$ cat src/rtl/sal_pkg.sv
// Package: shared helpers for the set-associative tag lookup.
// Assumes nothing beyond IEEE 1800-2017 constant functions.
package sal_pkg;

    // Width of an index able to address n items; never below one bit.
    function automatic int idx_bits(input int n);
        return (n > 1) ? $clog2(n) : 1;
    endfunction

endpackage

$ cat src/rtl/sal_tag_store.sv
// Module: sal_tag_store
// Holds a tag and a valid bit for every way of every set. It compares the
// lookup tag against all ways of the lookup set in parallel. It also exposes
// the valid bits of the fill set and writes one way per cycle on a fill.
// Assumes SETS is a power of two (or 1) and that the caller keeps every set
// and way index in range.
module sal_tag_store #(
    parameter int WAYS  = 4,
    parameter int SETS  = 8,
    parameter int TAG_W = 8,
    localparam int WAY_W = sal_pkg::idx_bits(WAYS),
    localparam int SET_W = sal_pkg::idx_bits(SETS)
) (
    input  logic             clk,
    input  logic             rst_n,
    input  logic [SET_W-1:0] lk_set,
    input  logic [TAG_W-1:0] lk_tag,
    output logic [WAYS-1:0]  lk_hits,
    output logic [WAYS-1:0]  lk_valid,
    input  logic [SET_W-1:0] fl_set,
    output logic [WAYS-1:0]  fl_valid,
    input  logic             wr_en,
    input  logic [SET_W-1:0] wr_set,
    input  logic [WAY_W-1:0] wr_way,
    input  logic [TAG_W-1:0] wr_tag
);

    logic [WAYS-1:0]  valid_q [SETS];
    logic [TAG_W-1:0] tag_q   [SETS][WAYS];

    // Valid bits: cleared by reset, set when a way is filled.
    always_ff @(posedge clk) begin
        if (!rst_n) begin
            for (int s = 0; s < SETS; s++) begin
                valid_q[s] <= '0;
            end
        end else if (wr_en) begin
            valid_q[wr_set][wr_way] <= 1'b1;
        end
    end

    // Tag storage: written on fill, needs no reset because valid guards it.
    always_ff @(posedge clk) begin
        if (wr_en) begin
            tag_q[wr_set][wr_way] <= wr_tag;
        end
    end

    assign lk_valid = valid_q[lk_set];
    assign fl_valid = valid_q[fl_set];

    // One comparator per way, all evaluated in the same cycle.
    for (genvar g = 0; g < WAYS; g++) begin : g_cmp
        assign lk_hits[g] = valid_q[lk_set][g] && (tag_q[lk_set][g] == lk_tag);
    end

endmodule

$ cat src/rtl/sal_recency.sv
// Module: sal_recency
// Keeps one complete recency ranking per set. Position 0 holds the least
// recently used way and position WAYS-1 the most recent. A promotion moves
// one way to the top and slides the entries above its old slot down by one.
// When a fill and a hit name the same set in one cycle, only the fill applies.
// Assumes the promoted way numbers are below WAYS.
module sal_recency #(
    parameter int WAYS = 4,
    parameter int SETS = 8,
    localparam int WAY_W = sal_pkg::idx_bits(WAYS),
    localparam int SET_W = sal_pkg::idx_bits(SETS)
) (
    input  logic             clk,
    input  logic             rst_n,
    input  logic [SET_W-1:0] lk_set,
    input  logic             hit_en,
    input  logic [WAY_W-1:0] hit_way,
    input  logic [SET_W-1:0] fl_set,
    input  logic             fill_en,
    input  logic [WAY_W-1:0] fill_way,
    output logic [WAY_W-1:0] lk_lru,
    output logic [WAY_W-1:0] fl_lru
);

    typedef logic [WAYS-1:0][WAY_W-1:0] order_t;

    order_t order_q [SETS];
    order_t hit_next;
    order_t fill_next;

    // Returns the ranking with way w moved to the most-recent slot.
    function automatic order_t promote(input order_t cur, input logic [WAY_W-1:0] w);
        order_t nxt;
        logic   passed;
        passed = 1'b0;
        for (int p = 0; p < WAYS - 1; p++) begin
            if (cur[p] == w) passed = 1'b1;
            nxt[p] = passed ? cur[p+1] : cur[p];
        end
        nxt[WAYS-1] = w;
        return nxt;
    endfunction

    // Candidate rankings for the two sets that may change this cycle.
    always_comb begin
        hit_next  = promote(order_q[lk_set], hit_way);
        fill_next = promote(order_q[fl_set], fill_way);
    end

    // Ranking registers: reset to way order, fill wins over hit per set.
    always_ff @(posedge clk) begin
        if (!rst_n) begin
            for (int s = 0; s < SETS; s++) begin
                for (int p = 0; p < WAYS; p++) begin
                    order_q[s][p] <= WAY_W'(p);
                end
            end
        end else begin
            for (int s = 0; s < SETS; s++) begin
                if (fill_en && (fl_set == SET_W'(s))) begin
                    order_q[s] <= fill_next;
                end else if (hit_en && (lk_set == SET_W'(s))) begin
                    order_q[s] <= hit_next;
                end
            end
        end
    end

    assign lk_lru = order_q[lk_set][0];
    assign fl_lru = order_q[fl_set][0];

endmodule

$ cat src/rtl/sal_victim.sv
// Module: sal_victim
// Chooses the way to replace in one set. It takes the lowest-numbered invalid
// way when one exists and the least recently used way otherwise.
// Assumes lru_way is below WAYS.
module sal_victim #(
    parameter int WAYS = 4,
    localparam int WAY_W = sal_pkg::idx_bits(WAYS)
) (
    input  logic [WAYS-1:0]  valid,
    input  logic [WAY_W-1:0] lru_way,
    output logic [WAY_W-1:0] victim
);

    // Descending scan so the lowest invalid way is the last one written.
    always_comb begin
        victim = lru_way;
        for (int i = WAYS - 1; i >= 0; i--) begin
            if (!valid[i]) victim = WAY_W'(i);
        end
    end

endmodule

$ cat src/rtl/setassoc_lru_tags.sv
// Module: setassoc_lru_tags (top)
// Tag-side lookup for an N-way set-associative cache with exact LRU
// replacement. A lookup compares all ways of one set and registers hit, way
// and replacement way for one cycle. A fill writes the replacement way of its
// set at the edge where it is sampled. A lookup in the same cycle sees the
// contents from before the fill. Assumes SETS is a power of two; with
// SETS == 1 the set inputs are ignored.
module setassoc_lru_tags #(
    parameter int WAYS  = 4,
    parameter int SETS  = 8,
    parameter int TAG_W = 8,
    localparam int WAY_W = sal_pkg::idx_bits(WAYS),
    localparam int SET_W = sal_pkg::idx_bits(SETS)
) (
    input  logic             clk,
    input  logic             rst_n,
    input  logic             req_valid,
    input  logic [SET_W-1:0] req_set,
    input  logic [TAG_W-1:0] req_tag,
    input  logic             fill_valid,
    input  logic [SET_W-1:0] fill_set,
    input  logic [TAG_W-1:0] fill_tag,
    output logic             rsp_valid,
    output logic             rsp_hit,
    output logic [WAY_W-1:0] rsp_way,
    output logic [WAY_W-1:0] rsp_victim
);

    localparam bit ONE_SET = (SETS == 1);

    logic [SET_W-1:0] lk_set_e;
    logic [SET_W-1:0] fl_set_e;
    logic [WAYS-1:0]  lk_hits;
    logic [WAYS-1:0]  lk_valid;
    logic [WAYS-1:0]  fl_valid;
    logic [WAY_W-1:0] lk_lru;
    logic [WAY_W-1:0] fl_lru;
    logic [WAY_W-1:0] lk_victim;
    logic [WAY_W-1:0] fl_victim;
    logic [WAY_W-1:0] hit_way;
    logic             any_hit;

    // A single set ignores the index inputs entirely.
    assign lk_set_e = ONE_SET ? '0 : req_set;
    assign fl_set_e = ONE_SET ? '0 : fill_set;

    sal_tag_store #(.WAYS(WAYS), .SETS(SETS), .TAG_W(TAG_W)) u_store (
        .clk      (clk),
        .rst_n    (rst_n),
        .lk_set   (lk_set_e),
        .lk_tag   (req_tag),
        .lk_hits  (lk_hits),
        .lk_valid (lk_valid),
        .fl_set   (fl_set_e),
        .fl_valid (fl_valid),
        .wr_en    (fill_valid),
        .wr_set   (fl_set_e),
        .wr_way   (fl_victim),
        .wr_tag   (fill_tag)
    );

    sal_recency #(.WAYS(WAYS), .SETS(SETS)) u_order (
        .clk      (clk),
        .rst_n    (rst_n),
        .lk_set   (lk_set_e),
        .hit_en   (req_valid && any_hit),
        .hit_way  (hit_way),
        .fl_set   (fl_set_e),
        .fill_en  (fill_valid),
        .fill_way (fl_victim),
        .lk_lru   (lk_lru),
        .fl_lru   (fl_lru)
    );

    sal_victim #(.WAYS(WAYS)) u_lk_victim (
        .valid   (lk_valid),
        .lru_way (lk_lru),
        .victim  (lk_victim)
    );

    sal_victim #(.WAYS(WAYS)) u_fl_victim (
        .valid   (fl_valid),
        .lru_way (fl_lru),
        .victim  (fl_victim)
    );

    // Encode the match vector; the lowest matching way wins.
    always_comb begin
        hit_way = '0;
        for (int i = WAYS - 1; i >= 0; i--) begin
            if (lk_hits[i]) hit_way = WAY_W'(i);
        end
    end

    assign any_hit = |lk_hits;

    // Response register: one cycle after the request.
    always_ff @(posedge clk) begin
        if (!rst_n) begin
            rsp_valid  <= 1'b0;
            rsp_hit    <= 1'b0;
            rsp_way    <= '0;
            rsp_victim <= '0;
        end else begin
            rsp_valid  <= req_valid;
            rsp_hit    <= req_valid && any_hit;
            rsp_way    <= any_hit ? hit_way : '0;
            rsp_victim <= lk_victim;
        end
    end

endmodule

$ cat config.mk
export PLATFORM = sky130hd
export DESIGN_NAME = setassoc_lru_tags
export DESIGN_NICKNAME = d
export VERILOG_FILES = /design/src/rtl/sal_pkg.sv /design/src/rtl/sal_tag_store.sv /design/src/rtl/sal_recency.sv /design/src/rtl/sal_victim.sv /design/src/rtl/setassoc_lru_tags.sv
export SDC_FILE = /design/constraint.sdc
export NUM_CORES = 1
export LEC_CHECK = 0
export BUFFER_PORTS_ARGS = -buffer_cell sky130_fd_sc_hd__buf_4
export CAP_MARGIN = 25
export CORE_MARGIN = 5
export CORE_UTILIZATION = 60
export DETAILED_ROUTE_END_ITERATION = 10
export MAX_ROUTING_LAYER = met4
export PLACE_DENSITY = 0.8
export SLEW_MARGIN = 0
export SYNTH_ARGS = -nofsm -noshare
export SYNTH_HDL_FRONTEND = slang
export SYNTH_SLANG_ARGS = --single-unit
$ cat constraint.sdc
create_clock -name clk -period 5.08 [get_ports clk]
set_input_delay 0.254 -clock clk [delete_from_list [all_inputs] [get_ports clk]]
set_output_delay 0.254 -clock clk [all_outputs]
set_load 0.005 [all_outputs]
-- After elaboration in Yosys (flattened, before gate mapping)
Memories as Yosys holds them, arrays and structs flattened.
Index checks and enable logic that the tools add are counted.
- flip-flop bits (word level): 6
- RAM bits: 352
- input bits: 26
- memories kept: 3
- magnitude comparators: 4
- equal/unequal tests: 24
- muxes and demuxes: 107
- bitwise logic cells: 17
- reduce and logical (&&, ||, !) cells: 30
- memories (name ; words ; width ; rd ports ; clocked after Yosys merged registers in ; wr ports ; RTL line ; RTL):
    u_store.tag_q ; 8 ; 32 ; 1 ; 0 ; 1 ; sal_tag_store.sv:29 ; logic [TAG_W-1:0] tag_q [SETS][WAYS];
    u_order.order_q ; 8 ; 8 ; 2 ; 0 ; 8 ; sal_recency.sv:27 ; order_t order_q [SETS];
    u_store.valid_q ; 8 ; 4 ; 2 ; 0 ; 8 ; sal_tag_store.sv:28 ; logic [WAYS-1:0] valid_q [SETS];
- operators by type and width (cell ; number):
    8-bit 2-to-1 mux ; 17
    1-bit 2-to-1 mux ; 67
    8-bit equality test ; 4
    2-bit 2-to-1 mux ; 16
    32-bit 2-to-1 mux ; 1
    3-bit equality test (second input constant) ; 8
    1-bit logical AND ; 23
    8-bit demux with 2-bit select ; 1
    1-bit OR ; 16
    2-bit equality test ; 6
    3-bit by 2-bit equality test with 1-bit output (second input constant) ; 4
    4-bit 2-to-1 mux ; 3
    4-bit OR reduction ; 2
    3-bit by 1-bit equality test with 1-bit output (second input constant) ; 2
    3-bit zero test ; 2
    2-bit AND reduction ; 2
    3-bit >= comparator (second input constant) ; 1
    2-bit by 3-bit less-than comparator with 1-bit output (second input constant) ; 1
    3-bit by 1-bit less-than comparator with 1-bit output (second input constant) ; 1
    3-bit 2-to-1 mux ; 1
    2-bit inverter with 3-bit output ; 1
    3-bit AND reduction ; 1
    1-bit demux with 2-bit select ; 1
    2-bit by 1-bit >= comparator with 1-bit output (second input constant) ; 1

-- Logic depth before layout (Yosys ltp)
An unclocked memory read counts as a cell.
- depth in word-level cells: 13
- mapped depth: 16

-- Modules after synthesis
A second synthesis with hierarchy kept.
- cell total of the unflattened synthesis: 1029
- area total of the unflattened synthesis: 16341.9 um^2
- modules (own cells, without submodules) (module ; times used ; cells an instance ; area an instance (um^2)):
    sal_tag_store ; 1 ; 590 ; 11646.2
    sal_recency ; 1 ; 407 ; 4420.5
    setassoc_lru_tags ; 1 ; 20 ; 207.7
    sal_victim ; 2 ; 6 ; 33.8

-- Worst setup path before layout
OpenSTA, ideal clock, no wires.
- kind: input-to-reg
- start point: in req_set[1]
- end point: mem u_order.order_q[5][4] (netlist bit), data pin
- setup time: 271 ps
- arrival time: 3023 ps
- required time: 4809 ps
- setup slack: 1786 ps
- stages on the path: 14
- buffers on the path: 5
- cell sequence: buf_6 > buf_6 > buf_4 > buf_2 > buf_2 > mux4_2 > mux2_2 > nand2_1 > nor2_1 > a32oi_1 > nand3_2 > or4_1 > nand4b_4 > o22ai_1
- RTL lines (what ; RTL line ; RTL):
    start, declared ; setassoc_lru_tags.sv:18 ; input logic [SET_W-1:0] req_set,
    end, declared ; sal_recency.sv:27 ;

==> out/metrics.cfg <==
[cts]
hold_buffers = 0
insertion_delay_ps = 520
h-tree-depth = 2
clock_path_buffers = 3
clockRootBuffer = clkbuf_16
path_clk_slew_ps = 60
cts-buffers-inserted = 36
post_cts_resized = 0
cts_sinks = 358
cts_tree = yes
post-cts-setup-buffers = 0

[drt]
drc_errors = 0
via_count = 11052
drt-initial-drc-count = 1652
wirelength_mm = 44.36
postRouteAntennaNets = 0
wl_per_cell_microns = 27.33
drt_pass1_iterations = 7
via_per_inst = 6.810

[run_status]
status = finished clean

[sta]
skew_ps = 13.89
finalCriticalPeriod_ps = 3837
tightest_slew_ps = 933.5
relSlewSlack = 0.3754
setup_violations = 0
slew_violations = 0
hold_viol_final = 0
rsz0062_at_grt = false
max_freq_ghz = 0.2606
period_share = 0.7554
fin_setup_tns_ps = 0
postLayoutSetupSlackWorst_ps = 1243

[synth]
synth_area_leaders = edfxtp_1 (57%), mux4_2 (7.5%), mux2i_1 (6.7%)
syn_avg_cell_area_sq_um = 14.56
netlist_area_sq_um = 16850
ys_types = 94
synth_top_area_frac = 0.5704
ys_async_sr_fraction = 0
synth-main-ff-cell = edfxtp_1
synth_nets = 1183
ys_seq_area_frac = 0.6155
ys_seq_elements = 358
synth.largest_area_cell = edfxtp_1
synth-edff-count = 320
yosysWarnings = 0
syn_inst = 1157

[critical_path]
reg2reg_slack_ps = 1270
path_buf_inv = 1
slowest_stage = mux2i_1
start_kind = input pin
path_max_fanout = 33
crit_family = multiplexers
cp.arrival_ps = 4200
reg2regPathDepth = 10
worstPathCellList = buf_4 -> mux4_2 -> mux2i_1 -> o21bai_1 -> a21boi_1 -> xor2_1 -> a21oi_2 -> mux2i_1 -> nand2_1 -> and3_1 -> a21oi_1
worstSetupPathType = in2reg
worstSetupStartpoint = fill_set[0]
crit_top_cell = mux2i_1
r2r_end = u_order.order_q[4][2]$_DFFE_PP_
cp.required_ps = 5450
critPathCaptureType = flop
worst_path_largest_cell_delay_ps = 660
reg2reg_from = u_store.valid_q[3][3]$_DFF_P_

[placement]
place_area_sq_um = 17600
place.gp.congestion = 0.9585
dp.final_hpwl_mm = 28.91
io_buffer_count = 31
place_worst_setup_slack_ps = 781.3

[floorplan]
die_h_microns = 177.6
die-area_sq_um = 31530
std_cell_rows = 61
core_sq_um = 27780
fp.dieW_microns = 177.6
start_util = 0.6064
io_pins = 32

[pwr]
p_switching_mw = 1.517
power_density_nw_per_um2 = 350.4
ir_worst_vdd_uv = 390.4
pwr-share-seq = 0.498
power_mw = 6.575
p_sw_frac = 0.2307
p_leak_nw = 6.572
clkPwrFrac = 0.403
p_int_mw = 5.058
combPwrFrac = 0.099

[layout]
nFillCells = 1942
layout-drive-gt1-share = 0.2000
finalInstanceArea_sq_um = 18770
fin_nets = 1245
utilization = 0.6755
mostFrequentLayoutCells = edfxtp_1 (320), mux2i_1 (113), buf_4 (87)
antenna_cells = 0
area_growth_syn_to_layout_pct = 11.39
final_common_cell = edfxtp_1

[worst_hold_path]
worstHoldPathCells = 2
hp-start = req_valid
worstHoldPathType = in2reg
whs_endpoint = rsp_valid$_SDFF_PN0_

[grt]
grt_usage = 0.2936
overflow = 0
grt_max_degree = 56
grt_pass1_wl_mm = 66.69
grt_pass1_vias = 10809
antenna_found_initial = 0

[run]
cap_violations = 0

-- cell usage after synthesis (all sizes together) (10+ instances only) --
library cell  instances
edfxtp              320
mux2i               114
nor2                 74
nand2                70
mux4                 60
buf                  41
dfxtp                38
a21oi                35
o21a                 34
nand3                33
mux2                 25
o21ai                25
o22ai                24
clkbuf               23
a22oi                22
a22o                 14
xor2                 14
inv                  13
nand4                13
and3                 12
o211ai               12
xnor2                12
nor2b                11
nor3                 11
and2                 10
-- registers in the layout, indices dropped and copies added (netlist names) --
register	cells
u_store.valid_q	32
u_order.order_q	64
rsp_valid	1
u_store.tag_q	256
rsp_way	2
rsp_hit	1
rsp_victim	2
-- how the worst max path moves through the flow --
stage | to | slack, ps | cells after the start
finish | u_order.order_q[4][2]$_DFFE_PP_ | 1240 | 11
global route | u_order.order_q[4][4]$_DFFE_PP_ | 1060 | 12
CTS | u_order.order_q[1][2]$_SDFFCE_PP1P_ | 1310 | 13
detailed placement | u_order.order_q[1][2]$_SDFFCE_PP1P_ | 780 | 13
global placement | u_order.order_q[3][2]$_SDFFCE_PP1P_ | 850 | 12
floorplan | u_order.order_q[5][4]$_SDFFCE_PN0P_ | 1790 | 14
-- stage by stage --
stage | instances | hold slack [ps]
2_1_floorplan | 1157 | 352.9
3_3_place_gp | 1559 | 459.6
3_5_place_dp | 1559 | 469.5
4_1_cts | 1623 | 66.15
5_1_grt | 1623 | 67.24
6_report | 1623 | 56.59
-- metal layers --
metal  up-vias  share of wire  track usage  wire length, microns
met4         0          0.044       0.1128                  1963
met2       731           0.48       0.4582                 21290
li1       4708              -            -                     -
met3       152          0.098      0.04964                  4357
met5         -              0            -                     0
met1      5461           0.38       0.3926                 16750
-- layout make-up --
class,instances,area [sq um],share of cell area
sequential,358,10370,0.5526
tap,378,473.0,0.02520
inverter,14,52.55,0.002800
clock buffer,46,938.4,0.05001
timing repair buffer,88,673.1,0.03587
multi-input combinational,721,6031,0.3214
clock inverter,18,227.7,0.01213
-- power by group through the flow --
stage / logic, mW / registers [mW] / clock network (mW)
after floorplan: 0.434 / 3.33 / 0
after global placement: 0.620 / 3.33 / 0
after detailed placement: 0.632 / 3.34 / 0
after CTS: 0.635 / 3.27 / 2.67
after global routing: 0.687 / 3.28 / 2.81
final: 0.649 / 3.27 / 2.65
-- kinds of logic after synthesis --
kind of cell           synth area share
buffers and inverters           0.02651
flip-flops                       0.6155
multiplexers                     0.1658
AND/OR/NAND/NOR                 0.08236
XOR/XNOR                        0.01352
AO/OA/AOI/OAI                   0.09632
-- worst register-to-register path, delay by kind of cell (launching register included) --
| family | cells | cell delay [ps] |
|---|---|---|
| xor+xnor | 1 | 190 |
| flops | 1 | 330 |
| mux | 3 | 1440 |
| simple gates | 2 | 300 |
| compound gates | 4 | 1390 |
Note: power is estimated with default switching activity, not from simulation.
